## config.mk

```make
export PLATFORM = sky130hd
export DESIGN_NAME = exfwd_top
export DESIGN_NICKNAME = d
export VERILOG_FILES = /design/src/rtl/exfwd_pkg.sv /design/src/rtl/exfwd_pick.sv /design/src/rtl/exfwd_mux.sv /design/src/rtl/exfwd_stage.sv /design/src/rtl/exfwd_top.sv
export SDC_FILE = /design/constraint.sdc
export NUM_CORES = 1
export LEC_CHECK = 0
export CAP_MARGIN = 30
export CORE_MARGIN = 2
export CORE_UTILIZATION = 45
export DETAILED_ROUTE_END_ITERATION = 8
export PLACE_DENSITY = 0.82
export SLEW_MARGIN = 30
export SYNTH_ARGS = -nofsm -noshare
export SYNTH_HDL_FRONTEND = slang
export SYNTH_HIERARCHICAL = 1
export SYNTH_SLANG_ARGS = --single-unit
```

## constraint.sdc

```tcl
create_clock -name clk -period 7.8 [get_ports clk]
set_input_delay 1.56 -clock clk [delete_from_list [all_inputs] [get_ports clk]]
set_output_delay 1.56 -clock clk [all_outputs]
set_load 0.005 [all_outputs]
```

## src/rtl/exfwd_pkg.sv

```systemverilog
package exfwd_pkg;
   typedef enum logic [1:0] {
      SRC_RF    = 2'b00,
      SRC_MEMWB = 2'b01,
      SRC_EXMEM = 2'b10
   } src_sel_e;
endpackage

```

## src/rtl/exfwd_pick.sv

```systemverilog
module exfwd_pick
   import exfwd_pkg::*;
#(
   parameter int AW       = 5,
   parameter bit EM_FWD_EN = 1'b1,
   parameter bit MW_FWD_EN = 1'b1
) (
   input  logic [AW-1:0] src,
   input  logic [AW-1:0] em_rd,
   input  logic          em_we,
   input  logic [AW-1:0] mw_rd,
   input  logic          mw_we,
   output src_sel_e      sel
);
   logic hit_em, hit_mw;

   generate
      if (EM_FWD_EN) begin : g_em
         assign hit_em = em_we && (em_rd != '0) && (em_rd == src);
      end else begin : g_no_em
         logic unused_em;
         assign unused_em = ^{em_rd, em_we};
         assign hit_em    = 1'b0;
      end
      if (MW_FWD_EN) begin : g_mw
         assign hit_mw = mw_we && (mw_rd != '0) && (mw_rd == src);
      end else begin : g_no_mw
         logic unused_mw;
         assign unused_mw = ^{mw_rd, mw_we};
         assign hit_mw    = 1'b0;
      end
   endgenerate

   always_comb begin
      if (hit_em)      sel = SRC_EXMEM;
      else if (hit_mw) sel = SRC_MEMWB;
      else             sel = SRC_RF;
   end
endmodule

```

## src/rtl/exfwd_mux.sv

```systemverilog
module exfwd_mux
   import exfwd_pkg::*;
#(
   parameter int XLEN = 32
) (
   input  src_sel_e          sel,
   input  logic [XLEN-1:0]   rf_val,
   input  logic [XLEN-1:0]   em_val,
   input  logic [XLEN-1:0]   mw_val,
   output logic [XLEN-1:0]   val
);
   always_comb begin
      unique case (sel)
         SRC_EXMEM: val = em_val;
         SRC_MEMWB: val = mw_val;
         default:   val = rf_val;
      endcase
   end
endmodule

```

## src/rtl/exfwd_stage.sv

```systemverilog
module exfwd_stage #(
   parameter int XLEN = 32,
   parameter int AW   = 5
) (
   input  logic            clk,
   input  logic            rst_n,
   input  logic [AW-1:0]   in_rd,
   input  logic            in_we,
   input  logic [XLEN-1:0] in_val,
   output logic [AW-1:0]   out_rd,
   output logic            out_we,
   output logic [XLEN-1:0] out_val
);
   always_ff @(posedge clk or negedge rst_n) begin
      if (!rst_n) begin
         out_rd  <= '0;
         out_we  <= 1'b0;
         out_val <= '0;
      end else begin
         out_rd  <= in_rd;
         out_we  <= in_we;
         out_val <= in_val;
      end
   end
endmodule

```

## src/rtl/exfwd_top.sv

```systemverilog
module exfwd_top
   import exfwd_pkg::*;
#(
   parameter int XLEN      = 32,
   parameter int NREG      = 32,
   parameter bit EM_FWD_EN = 1'b1,
   parameter bit MW_FWD_EN = 1'b1,
   localparam int AW       = $clog2(NREG),
   localparam int NOPND    = 2
) (
   input  logic            clk,
   input  logic            rst_n,
   input  logic [AW-1:0]   ex_ra,
   input  logic [AW-1:0]   ex_rb,
   input  logic [AW-1:0]   ex_rd,
   input  logic            ex_we,
   input  logic            ex_load,
   input  logic [XLEN-1:0] rf_a,
   input  logic [XLEN-1:0] rf_b,
   input  logic [XLEN-1:0] mem_rdata,
   output logic [1:0]      sel_a,
   output logic [1:0]      sel_b,
   output logic [XLEN-1:0] op_a,
   output logic [XLEN-1:0] op_b,
   output logic [XLEN-1:0] alu_y
);
   initial begin
      assert (NREG >= 2 && (1 << AW) == NREG)
         else $error("NREG must be a power of two, at least 2");
      assert (XLEN >= 1)
         else $error("XLEN must be positive");
   end

   logic [AW-1:0]   em_rd, mw_rd;
   logic            em_we, mw_we, em_load;
   logic [XLEN-1:0] em_alu, mw_val, wb_val;

   logic [AW-1:0]   src   [NOPND];
   logic [XLEN-1:0] rfv   [NOPND];
   logic [XLEN-1:0] opv   [NOPND];
   src_sel_e        selv  [NOPND];

   assign src[0] = ex_ra;
   assign src[1] = ex_rb;
   assign rfv[0] = rf_a;
   assign rfv[1] = rf_b;

   generate
      for (genvar g = 0; g < NOPND; g++) begin : g_opnd
         exfwd_pick #(.AW(AW), .EM_FWD_EN(EM_FWD_EN), .MW_FWD_EN(MW_FWD_EN)) i_pick (
            .src   (src[g]),
            .em_rd (em_rd),
            .em_we (em_we),
            .mw_rd (mw_rd),
            .mw_we (mw_we),
            .sel   (selv[g])
         );
         exfwd_mux #(.XLEN(XLEN)) i_mux (
            .sel    (selv[g]),
            .rf_val (rfv[g]),
            .em_val (em_alu),
            .mw_val (mw_val),
            .val    (opv[g])
         );
      end
   endgenerate

   assign sel_a = selv[0];
   assign sel_b = selv[1];
   assign op_a  = opv[0];
   assign op_b  = opv[1];
   assign alu_y = opv[0] + opv[1];

   // memory stage: loads replace the ALU result with read data
   assign wb_val = em_load ? mem_rdata : em_alu;

   exfwd_stage #(.XLEN(XLEN), .AW(AW)) i_exmem (
      .clk(clk), .rst_n(rst_n),
      .in_rd(ex_rd), .in_we(ex_we), .in_val(alu_y),
      .out_rd(em_rd), .out_we(em_we), .out_val(em_alu)
   );

   always_ff @(posedge clk or negedge rst_n) begin
      if (!rst_n) em_load <= 1'b0;
      else        em_load <= ex_load;
   end

   exfwd_stage #(.XLEN(XLEN), .AW(AW)) i_memwb (
      .clk(clk), .rst_n(rst_n),
      .in_rd(em_rd), .in_we(em_we), .in_val(wb_val),
      .out_rd(mw_rd), .out_we(mw_we), .out_val(mw_val)
   );
endmodule

```

### Yosys cells after proc, flatten, opt, wreduce, memory -nomap -nowiden

Index checks and enable logic that the tools add are counted.

* register bits after elaboration: 77
* bits in latches: 0
* bits in writable memories: 0
* memory bits (read-only): 0
* memories kept: 0

* add/sub/neg operators: 1
* multiply operators: 0
* divide/modulo/power cells: 0
* $lt $le $gt $ge: 0
* equality and inequality tests: 8
* shift-type cells: 0
* muxes and demuxes: 7
* bitwise logic cells: 0
* reduce and logical (&&, ||, !) cells: 8

Operator list (number)
* $pmux 32 s2: 2
* $add 32x32->32: 1
* $mux 32: 1
* $eq 5x5->1: 4
* $reduce_bool 5->1: 2
* $logic_and 1x1->1: 6
* $eq 2x1->1 const B: 2
* $eq 2x2->1 const B: 2
* $mux 2: 2
* $mux 1: 2

### Longest topological paths before layout

Gate-level depths: netlist of the first run.

* depth in word-level cells: 8
* depth in mapped cells: 19
* mapped depth without buffers: 17

### Hierarchy

The synthesis of the first run kept the hierarchy.

By module, submodules not included
* exfwd_top: instances 1, cells each 270, area each 2115.8 µm², seq. area each 25.0 µm²
* exfwd_stage: instances 2, cells each 38, area each 950.9 µm², seq. area each 950.9 µm²
* exfwd_mux: instances 2, cells each 113, area each 636.9 µm², seq. area each 0.0 µm²
* exfwd_pick: instances 2, cells each 21, area each 158.9 µm², seq. area each 0.0 µm²

### Worst setup path before layout of the first run

OpenSTA, ideal clock, no wires.

* path type: input-to-output
* start: input ex_ra[1]
* end: output alu_y[16]
* data arrival time: 5.065 ns
* data required time: 6.240 ns
* setup slack: 1.175 ns
* cell stages on the path: 19
* path through: xor2_1 nor3_1 nand3_1 nor3_2 inv_1 ha_1 buf_2 buf_2 nand2_1 o21ai_1 ha_1 fa_1 a21o_1 a221oi_4 o211ai_4 a31o_1 nor2b_4 a311oi_2 xnor2_1

* word-level cells in the longest chain between the ends: 7
* elaborated cells on any way between the ends: 10
* those cells by class: add/sub (1); eq/ne (4); mux (3); reduce/logical (2)

RTL lines
* from (decl): line exfwd_top.sv:13 `input logic [AW-1:0] ex_ra,`
* $eq 5x5->1: line exfwd_pick.sv:26 `assign hit_mw = mw_we && (mw_rd != '0) && (mw_rd == src);`
* $logic_and 1x1->1: line exfwd_pick.sv:26
* $mux 1: line exfwd_pick.sv:36 `else if (hit_mw) sel = SRC_MEMWB;`
* $mux 2 (*): line exfwd_pick.sv:35 `if (hit_em) sel = SRC_EXMEM;`
* via sel_a[0]: line exfwd_top.sv:21 `output logic [1:0] sel_a,`
* $eq 2x1->1 or $eq 2x2->1 (tied branches): line exfwd_mux.sv:13 `unique case (sel)`
* $pmux 32 s2 (*): line exfwd_mux.sv:13
* via op_a[0]: line exfwd_top.sv:23 `output logic [XLEN-1:0] op_a,`
* $add 32x32->32 (*): line exfwd_top.sv:72 `assign alu_y = opv[0] + opv[1];`
* to (decl): line exfwd_top.sv:25 `output logic [XLEN-1:0] alu_y`

The timed path passes the listed nets; every way through them passes the cells marked *.

### Worst setup path after layout of the first run

* start: input ex_rb[4]
* end: output alu_y[26]

* word-level cells in the longest chain between the ends: 7
* elaborated cells on any way between the ends: 10
* those cells by class: add/sub (1); eq/ne (4); mux (3); reduce/logical (2)

RTL lines
* from (decl): line exfwd_top.sv:14 `input logic [AW-1:0] ex_rb,`
* $eq 5x5->1: line exfwd_pick.sv:26
* $logic_and 1x1->1: line exfwd_pick.sv:26
* $mux 1: line exfwd_pick.sv:36
* $mux 2 (*): line exfwd_pick.sv:35
* $eq 2x1->1 or $eq 2x2->1 (tied branches): line exfwd_mux.sv:13
* $pmux 32 s2 (*): line exfwd_mux.sv:13
* $add 32x32->32 (*): line exfwd_top.sv:72

Every way passes the cells marked *; elsewhere a longest branch is shown, timed or not.

==> impl_metrics.env, run 1 <==
export IMPL_nets=1043
export IMPL_insertion_delay_ns=0.36
export IMPL_place_hpwl_um=15500
export IMPL_cp_slowest_stage_delay_ns=0.58
export IMPL_critPathKind="primary input to output pin"
export IMPL_syn_cell_area_sq_um=5610
export IMPL_synth_edf_count=0
export IMPL_routabilityCongestion=0.952
export IMPL_slowest_stage="clkdlybuf4s50_1"
export IMPL_num_io_pins=215
export IMPL_yosys_top_cells_area="dfrtp_1, a22oi_1, ha_1, mux2_2, nand2_1"
export IMPL_grt_usage_pct=30.4
export IMPL_cts_tree="done"
export IMPL_drive_gt1_share_pct=22.1
export IMPL_avgSynthCellArea_sq_um=9.14
export IMPL_finalWirelength_um=21100
export IMPL_path_cells="clkdlybuf4s50_1 > nor2_2 > o41ai_2 > a211oi_4 > nor3_2 > inv_1 > ha_4 > buf_2 > nand2_1 > o21ai_1 > ha_1 > fa_1 > a21o_1 > a221oi_4 > o211ai_4 > a311oi_2 > nor2_2 > a32oi_1 > o31a_1 > clkdlybuf4s50_1"
export IMPL_cts_root_buf="clkbuf_16"
export IMPL_yosysTopAreaCell="dfrtp_1"
export IMPL_synth_fp_nets=765
export IMPL_crit_fanout=6
export IMPL_layout_cells_non_filler=1065
export IMPL_final_hold_violation_count=0
export IMPL_drtPass1Iterations=6
export IMPL_initial_core_util_pct=46.3
export IMPL_powerDensity_nw_per_um2=176
export IMPL_drc_errors=0
export IMPL_startpoint_type="primary input"
export IMPL_setup_viol=0
export IMPL_layout_min_cycle_time_ns=7.69
export IMPL_cp_end_kind="output pin"
export IMPL_die_area_sq_um=13400
export IMPL_synth_flop_cell="dfrtp_1"
export IMPL_wl_per_cell_um=19.8
export IMPL_critPathArrivalTime_ns=6.13
export IMPL_drt_antenna_violating_nets=0
export IMPL_fmax_mhz=130
export IMPL_nFillCells=848
export IMPL_cts_max_level=3
export IMPL_p_leak_nw=3.81
export IMPL_skew_ns=0.00682
export IMPL_ys_seq_elements=77
export IMPL_numCtsBuffers=9
export IMPL_postLayoutCoreUtil_pct=75.0
export IMPL_syn_instance_count=614
export IMPL_required_ns=6.24
export IMPL_grt_pass1_vias=6500
export IMPL_die_w_um=116
export IMPL_diodes=0
export IMPL_die_y_um=116
export IMPL_post_drt_via_cell_ratio=5.83
export IMPL_async_flop_share_pct=100
export IMPL_ys_warn_count=6
export IMPL_path_delay_family="compound AO/OA/AOI/OAI gates"
export IMPL_antenna_found_initial=0
export IMPL_coreArea_sq_um=12100
export IMPL_clk_pin_slew_ns=0.06
export IMPL_fin_crit_sh_pct=98.6
export IMPL_grt_pass1_wl_um=31700
export IMPL_clockBufferDepth=2
export IMPL_synth_seq_area_share_pct=34.4
export IMPL_worst_pin_slew_ns=0.711
export IMPL_min_delay_path_class="register to register"
export IMPL_vdd_drop_max_mv=0.143
export IMPL_cp_num_buf_inv=4
export IMPL_drv_cap=0
export IMPL_io_buffer_count=214
export IMPL_synth_top_cell_area_share_pct=34.4
export IMPL_fin_tns_setup_ns=0
export IMPL_synth_distinct_cells=57
export IMPL_area_delta_synth_final_pct=61.9
export IMPL_status="complete, no violations"
export IMPL_maxSlewViolCount=0
export IMPL_grt_max_degree=78
export IMPL_row_count=40
export IMPL_cts_hold_buffers_added=0
export IMPL_overflow=0
export IMPL_finalPower_mw=1.59
export IMPL_drt_iter0_markers=515
export IMPL_dp_cells=1039
export IMPL_relSlewSlack_pct=52.6
export IMPL_vias=6206
export IMPL_holdWs_ns=0.432
export IMPL_clkSinkCount=77
==> cell families (layout without fill, tap and decap cells) <==
group | count (synthesis) | count (layout) | synth area share [%]
DFF | 77 | 77 | 34.4
adders and majority gates | 36 | 36 | 8.16
AOI/OAI and AO/OA | 222 | 222 | 27.0
muxes | 32 | 32 | 6.42
buffers and inverters | 53 | 336 | 5.06
and+or+nand+nor | 148 | 148 | 11.8
xor gates and xnor gates | 46 | 46 | 7.18
==> area by class of cell <==
cell class                      count  area (sq um)  share of cell area, %
Multi-Input combinational cell    484          3680                   40.6
Timing Repair Buffer              308          2920                   32.1
Sequential cell                    77          1930                   21.2
Clock buffer                        9           225                   2.48
Tap cell                          168           210                   2.31
Clock inverter                      7          75.1                  0.827
Inverter                           12          45.0                  0.496
==> cells in the mapped netlist, types with 5 or more instances <==
| cell type | instances |
|---|---|
| a22oi_1 | 64 |
| and3_1 | 5 |
| nand4_1 | 8 |
| a21oi_1 | 28 |
| dfrtp_1 | 77 |
| mux2_2 | 32 |
| nand2_1 | 84 |
| o21ai_0 | 16 |
| xor2_1 | 17 |
| nor3_1 | 7 |
| a21o_1 | 12 |
| buf_2 | 20 |
| nand3_1 | 9 |
| o21ai_1 | 60 |
| nor2_1 | 22 |
| xnor2_1 | 29 |
| clkbuf_1 | 9 |
| ha_1 | 35 |
| inv_1 | 12 |
| buf_6 | 7 |
==> metal layers <==
layer | GRT usage [%] | share of wire, %
met5 | 0 | 0
met4 | 16.2 | 3.6
met3 | 6.17 | 7.0
met2 | 52.8 | 51
met1 | 35.3 | 39
==> cell usage in the layout (no fill, tap or decap), drive strengths merged, types with 22 or more instances in the layout <==
master	n
a22oi	64
nor2	22
o21ai	76
a21oi	28
ha	35
dfrtp	77
xnor2	29
buf	95
nand2	84
clkdlybuf4s50	201
mux2	32
==> power by group <==
part / internal (mW) / total, mW / switching [mW] / leakage (nW)
Clock: 0.249 / 0.428 / 0.180 / 0.138
Sequential: 0.480 / 0.542 / 0.0620 / 0.897
Combinational: 0.346 / 0.624 / 0.278 / 2.78
==> flip-flops by register name, summed over array words and instances (netlist names) <==
register         count
i_exmem/out_rd       5
i_memwb/out_rd       5
em_load              1
i_exmem/out_val     32
i_exmem/out_we       1
i_memwb/out_we       1
i_memwb/out_val     32
==> per-stage QoR <==
stage	area (sq um)	worst slack, ns
finish	9080	0.107
global route	9080	-0.0118
CTS	8750	0.00546
detailed placement	8370	-0.111
global placement	8370	0.00715
floorplan	5610	1.17
==> timing repair <==
item                                    4_1_cts  5_1_grt
setup buffers                                 2        8
gates resized for setup                      10       64
endpoints found under the setup margin        7       20
pin swaps                                     1       21
==> worst paths after layout <==
check	start	end	slack [ns]	cells after the start
worst max register to register	i_exmem/out_rd[0]	i_exmem/out_val[16]	3.25	18
max in group asynchronous	rst_n	i_exmem/out_rd[0]	6.07	1
worst min-delay path	i_exmem/out_we	i_memwb/out_we	0.43	0
worst min register to register	i_exmem/out_we	i_memwb/out_we	0.43	0
min in group asynchronous	rst_n	i_exmem/out_val[24]	1.23	1
worst max-delay path	ex_rb[4]	alu_y[26]	0.11	20
No activity file was read; power rests on OpenSTA's default activity.
==> run 2: changes to the inputs <==
--- a/config.mk
+++ b/config.mk
@@ -5,8 +5,8 @@
 export SDC_FILE = /design/constraint.sdc
 export NUM_CORES = 1
 export LEC_CHECK = 0
+export ABC_AREA = 0
 export CAP_MARGIN = 30
-export CORE_MARGIN = 2
 export CORE_UTILIZATION = 45
 export DETAILED_ROUTE_END_ITERATION = 8
 export PLACE_DENSITY = 0.82
==> run 2 against run 1 <==
  * Largest power group unchanged
  * Design area shrank 1.5%
  * Largest cell class unchanged
  * Via count shrank 1.5%
  * Hold slack better by 0.015 ns
  * Register-to-register slack gained 0.23 ns
  * Sequential power hardly changed
  * Setup slack got worse by 0.11 ns
  * Critical path depth is 1 lower
  * Routed wire length decreased by 5.8%
  * Clock-buffer cell count did not move
  * The flow now finishes with violations (negative setup slack)
  * Global-route usage fell by 0.23 points
==> impl_metrics.env, run 2 (same netlist as run 1, synthesis figures left out) <==
export IMPL_status="complete, but fails checks"
export IMPL_violations="negative setup slack"
export IMPL_overflow=0
export IMPL_clockBufferDepth=2
export IMPL_die_y_um=114
export IMPL_min_delay_path_class="register to register"
export IMPL_vdd_drop_max_mv=0.165
export IMPL_routabilityCongestion=0.883
export IMPL_finalPower_mw=1.58
export IMPL_fin_ws_ns=-0.00309
export IMPL_drv_cap=0
export IMPL_rsz0062_at_grt="yes"
export IMPL_cts_max_level=3
export IMPL_diodes=0
export IMPL_required_ns=6.24
export IMPL_worst_pin_slew_ns=0.698
export IMPL_critPathArrivalTime_ns=6.24
export IMPL_cp_end_kind="output pin"
export IMPL_post_drt_via_cell_ratio=5.83
export IMPL_cts_tree="done"
export IMPL_slowest_stage="clkdlybuf4s50_1"
export IMPL_layout_cells_non_filler=1048
export IMPL_postLayoutCoreUtil_pct=74.1
export IMPL_path_cells="clkdlybuf4s50_1 > nor2_1 > o41ai_2 > a211oi_4 > buf_4 > buf_4 > ha_4 > buf_4 > a22oi_1 > o21ai_1 > ha_1 > a21oi_1 > o21ai_0 > o32ai_1 > a21oi_2 > and3_1 > o41a_1 > xor2_1 > clkdlybuf4s50_1"
export IMPL_maxSlewViolCount=0
export IMPL_dp_cells=1022
export IMPL_die_w_um=114
export IMPL_combPwrFrac_pct=37.8
export IMPL_p_switching_uw=508
export IMPL_num_io_pins=215
export IMPL_finalWirelength_um=19800
export IMPL_numCtsBuffers=9
export IMPL_p_clk_share_pct=27.9
export IMPL_seq_power_share_pct=34.2
export IMPL_post_place_ws_ns=-0.148
export IMPL_nets=1026
export IMPL_powerDensity_nw_per_um2=176
export IMPL_insertion_delay_ns=0.35
export IMPL_drive_gt1_share_pct=19.9
export IMPL_vias=6110
export IMPL_place_hpwl_um=14500
export IMPL_internal_power_mw=1.07
export IMPL_layout_min_cycle_time_ns=7.80
export IMPL_drt_iter0_markers=509
export IMPL_startpoint_type="primary input"
export IMPL_path_common_cell="buf_4"
export IMPL_grt_max_degree=78
export IMPL_critPathKind="primary input to output pin"
export IMPL_fmax_mhz=128
export IMPL_dpl_cell_area_sq_um=8250
export IMPL_coreArea_sq_um=12100
export IMPL_mostFrequentLayoutCells="clkdlybuf4s50_1, nand2_1, dfrtp_1"
export IMPL_swShare_pct=32.2
export IMPL_io_buffer_count=214
export IMPL_clkSinkCount=77
export IMPL_cp_slowest_stage_delay_ns=0.54
export IMPL_die_area_sq_um=12900
export IMPL_fin_tns_setup_ns=-0.00309
export IMPL_fin_crit_sh_pct=100
export IMPL_holdWs_ns=0.447
export IMPL_setup_viol=1
export IMPL_initial_core_util_pct=46.5
export IMPL_layout_commonest_cell="clkdlybuf4s50_1"
export IMPL_top_regs="i_exmem/out_val: 32 flops, i_memwb/out_val: 32 flops"
export IMPL_drt_antenna_violating_nets=0
export IMPL_wl_per_cell_um=18.9
export IMPL_clk_pin_slew_ns=0.06
export IMPL_grt_pass1_vias=6258
export IMPL_drc_errors=0
export IMPL_crit_fanout=11
export IMPL_relSlewSlack_pct=53.4
export IMPL_final_cell_area_sq_um=8940
export IMPL_cts_root_buf="clkbuf_16"
export IMPL_final_hold_violation_count=0
export IMPL_antenna_found_initial=0
export IMPL_grt_usage_pct=30.1
export IMPL_row_count=40
export IMPL_skew_ns=0.00985
export IMPL_p_leak_nw=3.73
export IMPL_drtPass1Iterations=7
export IMPL_area_delta_synth_final_pct=59.4
export IMPL_grt_pass1_wl_um=30600
[run 2: worst paths after layout]
| path | start | end | slack (ns) | cells after the start |
|---|---|---|---|---|
| min in group asynchronous | rst_n | i_exmem/out_rd[1] | 1.23 | 1 |
| max in group asynchronous | rst_n | i_memwb/out_val[22] | 6.09 | 1 |
| worst min register to register | i_exmem/out_we | i_memwb/out_we | 0.45 | 0 |
| worst max register to register | i_exmem/out_rd[0] | i_exmem/out_val[21] | 3.48 | 15 |
| worst min-delay path | i_exmem/out_we | i_memwb/out_we | 0.45 | 0 |
| worst max-delay path | ex_rb[4] | alu_y[21] | -0.003 | 19 |
[run 2: worst max-delay path, delay by kind of cell]
kind	cells	cell delay, ns
AOI/OAI and AO/OA	9	1.95
buffers and inverters	5	1.56
xor gates and xnor gates	1	0.22
and+or+nand+nor	2	0.35
adders and majority gates	2	0.56
[run 2: cell type report]
class | count | area [sq um]
multi-input combinational | 484 | 3610
fill | 841 | 3120
timing repair buffer | 291 | 2830
sequential | 77 | 1930
clock buffer | 9 | 225
tap | 168 | 210
clock inverter | 7 | 92.6
inverter | 12 | 45.0
[run 2: power by group through the flow]
stage	logic, mW	clock network, mW	registers [mW]
2_1_floorplan	0.262	0	0.528
6_report	0.596	0.440	0.540
3_5_place_dp	0.565	0	0.545
5_1_grt	0.637	0.471	0.549
3_3_place_gp	0.553	0	0.537
4_1_cts	0.572	0.447	0.537
[run 2: routing by layer]
| layer | global-route usage, % | vias to the layer above | part of all wire, % |
|---|---|---|---|
| met5 | 0 | - | 0 |
| met4 | 13.6 | 0 | 3.2 |
| met3 | 6.96 | 61 | 7.5 |
| met2 | 51.1 | 351 | 50 |
| met1 | 36.5 | 2900 | 40 |
| li1 | - | 2798 | - |
[run 2: timing repair]
action	4_1_cts	5_1_grt
gates cloned	0	2
setup buffers	5	3
hold buffers	0	0
setup endpoints to repair	13	19
pin swaps	2	15
resized for setup	10	48
